File: config.mk
export PLATFORM = sky130hd
export DESIGN_NAME = status_streamer
export DESIGN_NICKNAME = d
export VERILOG_FILES = /design/src/rtl/stp_pkg.sv /design/src/rtl/stp_rate.sv /design/src/rtl/stp_serializer.sv /design/src/rtl/status_streamer.sv
export SDC_FILE = /design/constraint.sdc
export NUM_CORES = 1
export LEC_CHECK = 0
export BUFFER_PORTS_ARGS = -buffer_cell sky130_fd_sc_hd__buf_2
export CELL_PAD_IN_SITES_DETAIL_PLACEMENT = 1
export CELL_PAD_IN_SITES_GLOBAL_PLACEMENT = 1
export CORE_MARGIN = 5
export CORE_UTILIZATION = 46
export CTS_BUF_LIST = sky130_fd_sc_hd__clkbuf_4 sky130_fd_sc_hd__clkbuf_8
export CTS_CLUSTER_DIAMETER = 60
export DETAILED_ROUTE_END_ITERATION = 7
export PLACE_DENSITY = 0.93
export SYNTH_ARGS = -nofsm -noshare
export SYNTH_HDL_FRONTEND = slang
export SYNTH_SLANG_ARGS = --single-unit
File: constraint.sdc
create_clock -name clk -period 2.7 [get_ports clk]
set_input_delay 0.27 -clock clk [delete_from_list [all_inputs] [get_ports clk]]
set_output_delay 0.27 -clock clk [all_outputs]
set_load 0.02 [all_outputs]
File: src/rtl/stp_pkg.sv
package stp_pkg;

  typedef enum logic [1:0] {
    PIN_STATUS = 2'b00,
    PIN_READY  = 2'b01,
    PIN_STREAM = 2'b10,
    PIN_LOW    = 2'b11
  } pin_mode_e;

  localparam int unsigned FRAME_BITS = 10;  // start + 8 data + stop
  localparam logic [3:0]  IDX_IDLE   = 4'd10;

  // speed select to right-shift amount (n = 1, 2, 4)
  function automatic logic [1:0] speed_shift(input logic [1:0] sel);
    if (sel[1])      return 2'd2;
    else if (sel[0]) return 2'd1;
    else             return 2'd0;
  endfunction

endpackage

File: src/rtl/stp_rate.sv
module stp_rate
  import stp_pkg::*;
#(
  parameter int unsigned BIT_CYC   = 8,
  parameter int unsigned FRAME_CYC = 128,
  parameter int unsigned BW        = $clog2(BIT_CYC + 1),
  parameter int unsigned FW        = $clog2(FRAME_CYC + 1)
) (
  input  logic [1:0]    speed_sel,
  output logic [BW-1:0] bit_len,
  output logic [FW-1:0] frame_len
);

  logic [1:0] sh;

  always_comb begin
    sh        = speed_shift(speed_sel);
    bit_len   = BW'(BIT_CYC) >> sh;
    frame_len = FW'(FRAME_CYC) >> sh;
  end

  initial begin
    a_r6_bit_div4 : assert (BIT_CYC % 4 == 0 && BIT_CYC >= 4)
      else $error("BIT_CYC must be a multiple of 4");
    a_r7_frame_fits : assert (FRAME_CYC >= FRAME_BITS * BIT_CYC && FRAME_CYC % 4 == 0)
      else $error("FRAME_CYC too short for one frame");
  end

endmodule

File: src/rtl/stp_serializer.sv
module stp_serializer
  import stp_pkg::*;
#(
  parameter int unsigned BW = 4,
  parameter int unsigned FW = 8
) (
  input  logic          clk,
  input  logic          rst,
  input  logic          en,
  input  logic [BW-1:0] bit_len,
  input  logic [FW-1:0] frame_len,
  input  logic [7:0]    offset_in,
  output logic          line_nxt
);

  localparam logic [BW-1:0] B_ONE = BW'(1);
  localparam logic [FW-1:0] F_ONE = FW'(1);

  logic [FW-1:0] fcnt;
  logic [BW-1:0] bcnt;
  logic [3:0]    idx;
  logic [7:0]    byte_q;

  always_ff @(posedge clk) begin
    if (rst) begin
      byte_q <= '0;
    end else if (en && fcnt == '0) begin
      byte_q <= {~offset_in[7], offset_in[6:0]};
    end
  end

  always_ff @(posedge clk) begin
    if (rst || !en) begin
      fcnt <= '0;
      bcnt <= '0;
      idx  <= '0;
    end else if (fcnt >= frame_len - F_ONE) begin
      fcnt <= '0;
      bcnt <= '0;
      idx  <= '0;
    end else begin
      fcnt <= fcnt + F_ONE;
      if (bcnt >= bit_len - B_ONE) begin
        bcnt <= '0;
        if (idx != IDX_IDLE) idx <= idx + 4'd1;
      end else begin
        bcnt <= bcnt + B_ONE;
      end
    end
  end

  always_comb begin
    if (idx == 4'd0)      line_nxt = 1'b0;
    else if (idx <= 4'd8) line_nxt = byte_q[3'(idx - 4'd1)];
    else                  line_nxt = 1'b1;
  end

  a_r4_idx_bound : assert property (@(posedge clk) disable iff (rst)
    idx <= IDX_IDLE);

  a_r10_abort_clears : assert property (@(posedge clk) disable iff (rst)
    !en |=> (fcnt == '0 && idx == 4'd0 && bcnt == '0));

  a_r9_byte_held : assert property (@(posedge clk) disable iff (rst)
    (!en || fcnt != '0) |=> $stable(byte_q));

  a_r6_bit_hold : assert property (@(posedge clk) disable iff (rst)
    (en && bcnt < bit_len - B_ONE && fcnt < frame_len - F_ONE) |=> idx == $past(idx));

endmodule

File: src/rtl/status_streamer.sv
module status_streamer
  import stp_pkg::*;
#(
  parameter int unsigned BIT_CYC   = 8,
  parameter int unsigned FRAME_CYC = 128
) (
  input  logic       clk,
  input  logic       rst,
  input  logic [1:0] mode_sel,
  input  logic [1:0] speed_sel,
  input  logic       status_bit,
  input  logic       ready_flag,
  input  logic [7:0] offset_val,
  output logic       status_pin
);

  localparam int unsigned BW = $clog2(BIT_CYC + 1);
  localparam int unsigned FW = $clog2(FRAME_CYC + 1);

  pin_mode_e     mode;
  logic [BW-1:0] bit_len;
  logic [FW-1:0] frame_len;
  logic          ser_line;
  logic          ser_en;

  assign mode   = pin_mode_e'(mode_sel);
  assign ser_en = (mode == PIN_STREAM);

  stp_rate #(
    .BIT_CYC  (BIT_CYC),
    .FRAME_CYC(FRAME_CYC),
    .BW       (BW),
    .FW       (FW)
  ) u_rate (
    .speed_sel(speed_sel),
    .bit_len  (bit_len),
    .frame_len(frame_len)
  );

  stp_serializer #(
    .BW(BW),
    .FW(FW)
  ) u_ser (
    .clk      (clk),
    .rst      (rst),
    .en       (ser_en),
    .bit_len  (bit_len),
    .frame_len(frame_len),
    .offset_in(offset_val),
    .line_nxt (ser_line)
  );

  always_ff @(posedge clk) begin
    if (rst) begin
      status_pin <= 1'b1;
    end else begin
      unique case (mode)
        PIN_STATUS: status_pin <= status_bit;
        PIN_READY:  status_pin <= ready_flag;
        PIN_STREAM: status_pin <= ser_line;
        PIN_LOW:    status_pin <= 1'b0;
      endcase
    end
  end

  a_r1_status_follow : assert property (@(posedge clk) disable iff (rst)
    (mode_sel == 2'b00) |=> (status_pin == $past(status_bit)));

  a_r2_ready_follow : assert property (@(posedge clk) disable iff (rst)
    (mode_sel == 2'b01) |=> (status_pin == $past(ready_flag)));

  a_r3_forced_low : assert property (@(posedge clk) disable iff (rst)
    (mode_sel == 2'b11) |=> !status_pin);

endmodule

==> impl_metrics.yaml, run 1 <==
sta:
  finalCritPeriodShare: 0.827
  maxSlewViolCount: 0
  whs_ns: 0.159
  slew_headroom: 0.629
  timing.fmax_mhz: 448
  period_needed_ns: 2.23
  hold_viol: 0
  setup-violations-final: 0
  finClkSkew_ns: 0.0130
  tightest_slew_ns: 0.555
  setup_tns_ns: 0
  rsz0062_at_grt: "no"
power:
  p_switching_uw: 157
  power_density_nw_per_um2: 417
  ir_drop_mv: 0.288
  internal_power_uw: 478
  switching_share: 0.247
  seqPwrFrac: 0.606
  p_comb_frac: 0.103
  p_leak_uw: 0.000692
  p_clk_frac: 0.290
hold_path:
  hp-class: "input pin to flop"
  hold_path_end: "u_ser.byte_q[1]$_SDFFE_PP0P_"
  min_from: "offset_val[1]"
  worstHoldPathCells: 3
floorplanning:
  io_pins: 17
  die-area_um2: 4190
  start_util: 0.492
  rows: 19
  core_area_um2: 2810
  die_h_um: 64.8
  fp.dieW_um: 64.8
route:
  drt_wl_total_um: 3120
  drc: 0
  dr.pass1.iters: 4
  vias_per_cell: 5.59
  drt-initial-drc-count: 18
  post_drt_wl_per_cell_um: 15.9
  ant_nets: 0
  vias: 1102
critical_path:
  path_class: "flop to flop"
  cp_num_cells: 7
  cp_slowest_cell: "mux4_1"
  rrSetupSlack_ns: 0.47
  startpoint: "u_ser.idx[0]$_SDFFE_PP0P_"
  cp_cell_sequence: "inv_1 > ha_1 > mux4_1 > mux2i_1 > mux2i_1 > o211ai_1 > nand2_1"
  r2r_end: "status_pin$_SDFF_PP1_"
  critical_path.top_delay_family: "multiplexers"
  end_kind: "flop"
  critPathMostFrequentCell: "mux2i_1"
  reg2regPathDepth: 7
  max_stage_delay_ns: 0.57
  r2r-start: "u_ser.idx[0]$_SDFFE_PP0P_"
  cp.required_ns: 2.94
  cp_max_fo: 9
  critPathBufInv: 1
  arrival_ns: 2.47
  startpoint_type: "flop"
clock_network:
  htree_num_levels: 1
  clk_pin_slew_ns: 0.14
  cts_tree: "yes"
  cts_buffers: 3
  clk_path_buf_depth: 2
  cts_setup_buffers: 0
  root_buffer: "clkbuf_4"
  cts_hold_buf: 0
  cts_resized: 0
  cts_sinks: 25
  clock_latency_ns: 0.33
final_layout:
  diodes: 0
  drive_above_1_share: 0.163
  area_delta_synth_final_pct: 10.4
  nets: 198
place:
  gp_congestion: 0.795
  io_buffers: 16
  place_hpwl_um: 2370
synthesis:
  syn-cell-area_um2: 1380
  synth.distinct_cells: 32
  yosysTopAreaCell: "dfxtp_1"
  synth.yosys.warnings: 0
  synthFlopType: "dfxtp_1"
  synth.top_cell.area_share: 0.363
  ys_ff_latch: 25
  yosysSeqAreaShare: 0.363
  synth_area_leaders: "dfxtp_1, ha_1, mux2i_1"
  async_flop_share: 0
  avgSynthCellArea_um2: 9.44
  synth_edf_count: 0
  synthCells: 146
global_routing:
  track_usage: 0.166
  grt_pass1_wl_um: 5410
  grt_start_max_net_pins: 14
  grt_pass1_vias: 1234
  grt_overflow: 0
  antenna_found_initial: 0
job:
  max_cap_violations: 0
run_status:
  status: "finished clean"
## power groups by stage
stage	Clock, uW	Sequential, uW	Combinational, uW
6_report	184	385	65.7
5_1_grt	204	386	74.3
4_1_cts	187	385	66.8
3_5_place_dp	0	393	65.7
3_3_place_gp	0	392	60.2
2_1_floorplan	0	392	42.0
## layout make-up
type,instances,area [um^2]
Clock buffer,4,30.0
Timing Repair Buffer,17,87.6
Fill cell,347,1280
Multi-Input combinational cell,111,832
Sequential cell,25,500
Tap cell,31,38.8
Inverter,9,33.8
## cell usage in the layout (no fill, tap or decap), types with 5 or more instances in the layout
master / instances
nand3_1: 5
xor2_1: 5
dfxtp_1: 25
buf_2: 16
nand2_1: 8
a21oi_1: 9
mux2i_1: 11
ha_1: 15
nor2_1: 25
inv_1: 9
## worst max path at each step
stage,endpoint,slack [ns]
3_5_place_dp,status_pin$_SDFF_PP1_,0.50
3_3_place_gp,status_pin$_SDFF_PP1_,0.64
6_report,status_pin$_SDFF_PP1_,0.47
5_1_grt,status_pin$_SDFF_PP1_,0.32
2_1_floorplan,status_pin$_SDFF_PP1_,0.78
4_1_cts,status_pin$_SDFF_PP1_,0.48
## state kept, by name, summed over array words and instances (netlist names)
signal,flops
u_ser.bcnt,4
u_ser.byte_q,8
status_pin,1
u_ser.fcnt,8
u_ser.idx,4
## stage by stage
step	std cells	setup WS, ns	instance area [um^2]	power [uW]	util
3_5_place_dp	193	0.503	1490	459	0.532
5_1_grt	197	0.315	1520	665	0.543
2_1_floorplan	148	0.783	1390	434	-
4_1_cts	197	0.485	1520	638	0.543
3_3_place_gp	193	0.636	1490	453	0.532
6_report	197	0.468	1520	634	0.543
## layer usage
| metal | GRT usage | up-vias | routed length [um] |
|---|---|---|---|
| met5 | 0 | - | 0 |
| met4 | 0.0765 | 0 | 71 |
| met3 | 0.0328 | 7 | 163 |
| met2 | 0.312 | 30 | 1570 |
| met1 | 0.178 | 529 | 1310 |
| li1 | - | 536 | - |
## synthesized netlist by cell type, types with 2 or more instances
cell,instances
dfxtp_1,25
nor2_1,25
ha_1,15
mux2i_1,11
a21oi_1,9
inv_1,9
nand2_1,8
nand3_1,5
xor2_1,5
o21ai_0,4
mux4_1,3
xnor2_1,3
conb_1,2
nand2b_1,2
o211ai_1,2
or2_2,2
## logic make-up after synthesis
family	count (synthesis)	synth area share
muxes	15	0.153
and+or+nand+nor	52	0.181
other	2	0.00545
xor gates and xnor gates	8	0.0508
DFF	25	0.363
AOI/OAI and AO/OA	17	0.0708
buffers and inverters	12	0.0390
adders and majority gates	15	0.136
## worst register-to-register path, cell delays in order (launching register included)
cell,delay (ns)
dfxtp_1,0.54
inv_1,0.15
ha_1,0.39
mux4_1,0.57
mux2i_1,0.16
mux2i_1,0.09
o211ai_1,0.18
nand2_1,0.06
Note: power is estimated with default switching activity, not from simulation.
==> inputs of run 2 (changes only) <==
- ABC_AREA: not set -> 1
- CORE_UTILIZATION: 46 -> 44
- clock period: 2.7 -> 2.1 ns (I/O delays scaled with it)
==> impl_metrics.yaml, run 2 <==
clock_network:
  clock_latency_ns: 0.34
  clk_pin_slew_ns: 0.16
  cts_buffers: 3
  cts_setup_buffers: 0
  cts_resized: 0
  cts_sinks: 25
  cts_tree: "yes"
  htree_num_levels: 1
  root_buffer: "clkbuf_4"
  cts_hold_buf: 0
  clk_path_buf_depth: 2
job:
  max_cap_violations: 0
final_layout:
  fin_util: 0.521
  final.fill_count: 438
  area_delta_synth_final_pct: 11.9
  final_area_um2: 1620
  register_area_um2: 500
  largest_registers: "u_ser.byte_q (8), u_ser.fcnt (8)"
  layout_common_cells: "nand2_1, nor2_1, dfxtp_1"
  multi_input_comb_area_um2: 836
  drive_above_1_share: 0.185
  nets: 248
  layout_commonest_cell: "nand2_1"
  diodes: 0
critical_path:
  arrival_ns: 1.86
  max_stage_delay_ns: 0.39
  critPathBufInv: 1
  startpoint_type: "flop"
  cp_cell_sequence: "ha_1 > a21o_1 > nor2_2 > nand4_2 > buf_4 > a21oi_1"
  end_kind: "flop"
  rrSetupSlack_ns: 0.50
  critical_path.top_delay_family: "flip-flops"
  cp_max_fo: 10
  path_class: "flop to flop"
  cp_slowest_cell: "dfxtp_1"
  cp.required_ns: 2.37
synthesis:
  ys_top_cells_by_count: "nand2_1, nor2_1, dfxtp_1"
  synth_area_leaders: "dfxtp_1, ha_1, nand2_1"
  synth_edf_count: 0
  avgSynthCellArea_um2: 7.45
  ys_ff_latch: 25
  synthCells: 194
  yosysMostFrequentCell: "nand2_1"
  yosysSeqAreaShare: 0.346
  synth.yosys.warnings: 0
  synth.distinct_cells: 29
  async_flop_share: 0
  yosysTopAreaCell: "dfxtp_1"
  synth.top_cell.area_share: 0.346
  synthFlopType: "dfxtp_1"
  syn-cell-area_um2: 1450
route:
  vias_per_cell: 4.83
  drt-initial-drc-count: 15
  post_drt_wl_per_cell_um: 11.5
  vias: 1257
  drc: 0
  ant_nets: 0
  drt_wl_total_um: 2990
  dr.pass1.iters: 4
floorplanning:
  fp.dieW_um: 67.3
  core_area_um2: 3100
  die-area_um2: 4530
  rows: 20
  io_pins: 17
  die_h_um: 67.3
  start_util: 0.466
run_status:
  status: "finished clean"
global_routing:
  grt_start_max_net_pins: 17
  antenna_found_initial: 0
  grt_overflow: 0
  grt_pass1_wl_um: 5440
  grt_pass1_vias: 1296
  track_usage: 0.156
place:
  place_hpwl_um: 2370
  io_buffers: 16
  gp_congestion: 0.729
  place_area_um2: 1590
sta:
  hold_viol: 0
  finClkSkew_ns: 0.0190
  setup-violations-final: 0
  finalCritPeriodShare: 0.761
  maxSlewViolCount: 0
  rsz0062_at_grt: "no"
  setup_tns_ns: 0
  period_needed_ns: 1.60
  timing.fmax_mhz: 626
  whs_ns: 0.0882
power:
  power_density_nw_per_um2: 516
  ir_drop_mv: 0.434
  p_leak_uw: 0.000717
hold_path:
  hp-class: "input pin to flop"
## run 2: worst reg2reg max path: cells and delay by family (launching register included)
kind,cells,cell delay (ns)
AOI/OAI and AO/OA,2,0.34
adders and majority gates,1,0.27
buffers and inverters,1,0.24
DFF,1,0.39
and+or+nand+nor,2,0.29
## run 2: cell type report
class                      instances  share of cell area
clock buffer                       3              0.0139
sequential                        25               0.309
timing repair buffer              18              0.0588
clock inverter                     1             0.00541
multi-input combinational        143               0.517
inverter                          26              0.0619
tap                               44              0.0340
## run 2: routing by layer
metal | GRT usage | wire, um | vias up
met2 | 0.282 | 1490 | 14
met4 | 0.0608 | 74 | 0
met5 | 0 | 0 | -
li1 | - | - | 655
met1 | 0.178 | 1350 | 581
met3 | 0.0300 | 80 | 7
## run 2: logic make-up after synthesis
kind of cell | Yosys count | share of synthesized area
and+or+nand+nor | 97 | 0.306
buffers and inverters | 28 | 0.0805
DFF | 25 | 0.346
AOI/OAI and AO/OA | 19 | 0.0831
adders and majority gates | 15 | 0.130
xor gates and xnor gates | 8 | 0.0485
other | 2 | 0.00520
## run 2: path summary, 6_finish.rpt
path | end | from | cells past startpoint
min reg2reg | u_ser.bcnt[0]$_SDFF_PP0_ | u_ser.bcnt[0]$_SDFF_PP0_ | 1
min | u_ser.byte_q[7]$_SDFFE_PP0P_ | offset_val[7] | 4
max | u_ser.idx[1]$_SDFFE_PP0P_ | u_ser.fcnt[7]$_SDFF_PP0_ | 6
max reg2reg | u_ser.idx[1]$_SDFFE_PP0P_ | u_ser.fcnt[7]$_SDFF_PP0_ | 6
## run 2: report_power, final
part | switching, uW | internal (uW) | leakage [uW]
Sequential | 7.95 | 489 | 0.000203
Clock | 161 | 77.9 | 0.0000183
Combinational | 58.6 | 39.5 | 0.000496
## run 2: stage by stage
step / instances / total power, uW / setup slack [ns]
after floorplan: 196 / 574 / 0.664
after global placement: 256 / 602 / 0.358
after detailed placement: 256 / 606 / 0.283
after CTS: 260 / 846 / 0.484
after global routing: 260 / 882 / 0.389
final: 260 / 835 / 0.502
==> inputs of run 3 (changes only) <==
- CORE_UTILIZATION: 44 -> 39
- PLACE_DENSITY: 0.93 -> 0.88
- clock period: 2.1 -> 1.3 ns (I/O delays scaled with it)
==> impl_metrics.yaml, run 3 (synthesis gave the netlist of run 2 again) <==
floorplanning:
  die_h_um: 70.9
  core_area_um2: 3630
  start_util: 0.398
  io_pins: 17
  rows: 22
  fp.dieW_um: 70.9
  die-area_um2: 5020
global_routing:
  antenna_found_initial: 0
  grt_pass1_wl_um: 6500
  grt_overflow: 0
  grt_pass1_vias: 1423
  track_usage: 0.163
  grt_start_max_net_pins: 15
clock_network:
  cts_hold_buf: 0
  root_buffer: "clkbuf_8"
  htree_num_levels: 1
  cts_setup_buffers: 0
  cts_buffers: 3
  clock_latency_ns: 0.27
  clk_path_buf_depth: 2
  clk_pin_slew_ns: 0.09
  cts_tree: "yes"
  cts_sinks: 25
route:
  vias_per_cell: 4.95
  ant_nets: 0
  dr.pass1.iters: 4
  drc: 0
  vias: 1387
  drt-initial-drc-count: 46
  post_drt_wl_per_cell_um: 14.7
  drt_wl_total_um: 4110
sta:
  worst_slack_ns: -0.0358
  setup_tns_ns: -0.352
  hold_viol: 0
  finClkSkew_ns: 0.00259
  period_needed_ns: 1.34
  maxSlewViolCount: 0
  finalCritPeriodShare: 1.03
  setup-violations-final: 18
  rsz0062_at_grt: "yes"
  timing.fmax_mhz: 749
job:
  max_cap_violations: 0
final_layout:
  drive_above_1_share: 0.375
  largest_registers: "u_ser.byte_q (8), u_ser.fcnt (8)"
  nets: 264
  area_delta_synth_final_pct: 37.5
  layout.cells.non_filler: 280
  layout_common_cells: "nand2_1, nor2_1, inv_1"
  final_area_um2: 1990
  diodes: 0
  final.fill_count: 458
  layout_commonest_cell: "nand2_1"
power:
  p_leak_uw: 0.000827
  power_density_nw_per_um2: 746
  ir_drop_mv: 0.486
  finalPower_uw: 1480
place:
  place_hpwl_um: 2780
  gp_congestion: 0.791
  place_area_um2: 1750
  io_buffers: 16
  dp.cells: 274
run_status:
  violations: "setup timing"
  status: "finished, violations left"
critical_path:
  reg2regPathDepth: 8
  path_class: "flop to flop"
  startpoint_type: "flop"
  end_kind: "flop"
  arrival_ns: 1.53
  cp.required_ns: 1.49
  cp_max_fo: 5
hold_path:
  worstHoldPathCells: 4
  hp-class: "input pin to flop"
[run 3: cell types whose count changed in the layout (fill, tap and decap cells not counted), sizes merged]
cell / before / now
nand2: 38 / 39
buf: 18 / 32
clkinv: 0 / 3
inv: 27 / 25
[run 3: layout make-up]
class	count	area (um^2)	area share
clock buffer	3	41.3	0.0208
clock inverter	1	5.00	0.00252
inverter	26	103	0.0516
multi-input combinational	144	1040	0.525
sequential	25	514	0.259
tap	48	60.1	0.0302
timing repair buffer	32	216	0.109
timing repair inverter	1	5.00	0.00252
[run 3: worst paths after layout]
path	endpoint	slack, ns	startpoint
max	u_ser.byte_q[6]$_SDFFE_PP0P_	-0.04	u_ser.fcnt[6]$_SDFF_PP0_
min	u_ser.byte_q[7]$_SDFFE_PP0P_	0.09	offset_val[7]
max reg2reg	u_ser.byte_q[6]$_SDFFE_PP0P_	-0.04	u_ser.fcnt[6]$_SDFF_PP0_
min reg2reg	u_ser.byte_q[5]$_SDFFE_PP0P_	0.51	u_ser.byte_q[5]$_SDFFE_PP0P_
[run 3: worst max-delay path, cell delays in order, from the launching register on]
cell and delay (ns):
dfxtp_2 0.35, buf_4 0.14, inv_1 0.07, nand3_1 0.09, nor2_1 0.18, nand2_2 0.15
clkinv_4 0.10, nor2_1 0.05, nor2_1 0.13
[run 3: where the power goes]
group / switching, uW / leakage [uW] / internal, uW
logic: 130 / 0.000594 / 93.1
clock network: 243 / 0.0000255 / 214
registers: 14.7 / 0.000208 / 786
[run 3: layer usage]
metal,vias to the layer above,wire length (um),GRT usage
met5,-,0,0
met4,0,115,0.0397
met3,8,108,0.0341
met2,20,2200,0.309
met1,674,1690,0.185
li1,685,-,-
[run 3: what timing repair did]
item | 4_1_cts | 5_1_grt
gates cloned | 0 | 2
setup endpoints to repair | 19 | 25
pin swaps | 7 | 9
gates resized for setup | 19 | 23
[run 3: stage by stage]
step	setup slack, ns	hold slack [ns]	util
6_report	-0.0358	0.0904	0.547
4_1_cts	-0.0425	0.0864	0.518
3_5_place_dp	-0.167	0.386	0.481
5_1_grt	-0.153	0.0972	0.547
2_1_floorplan	-0.0358	0.285	-
3_3_place_gp	-0.104	0.376	0.481
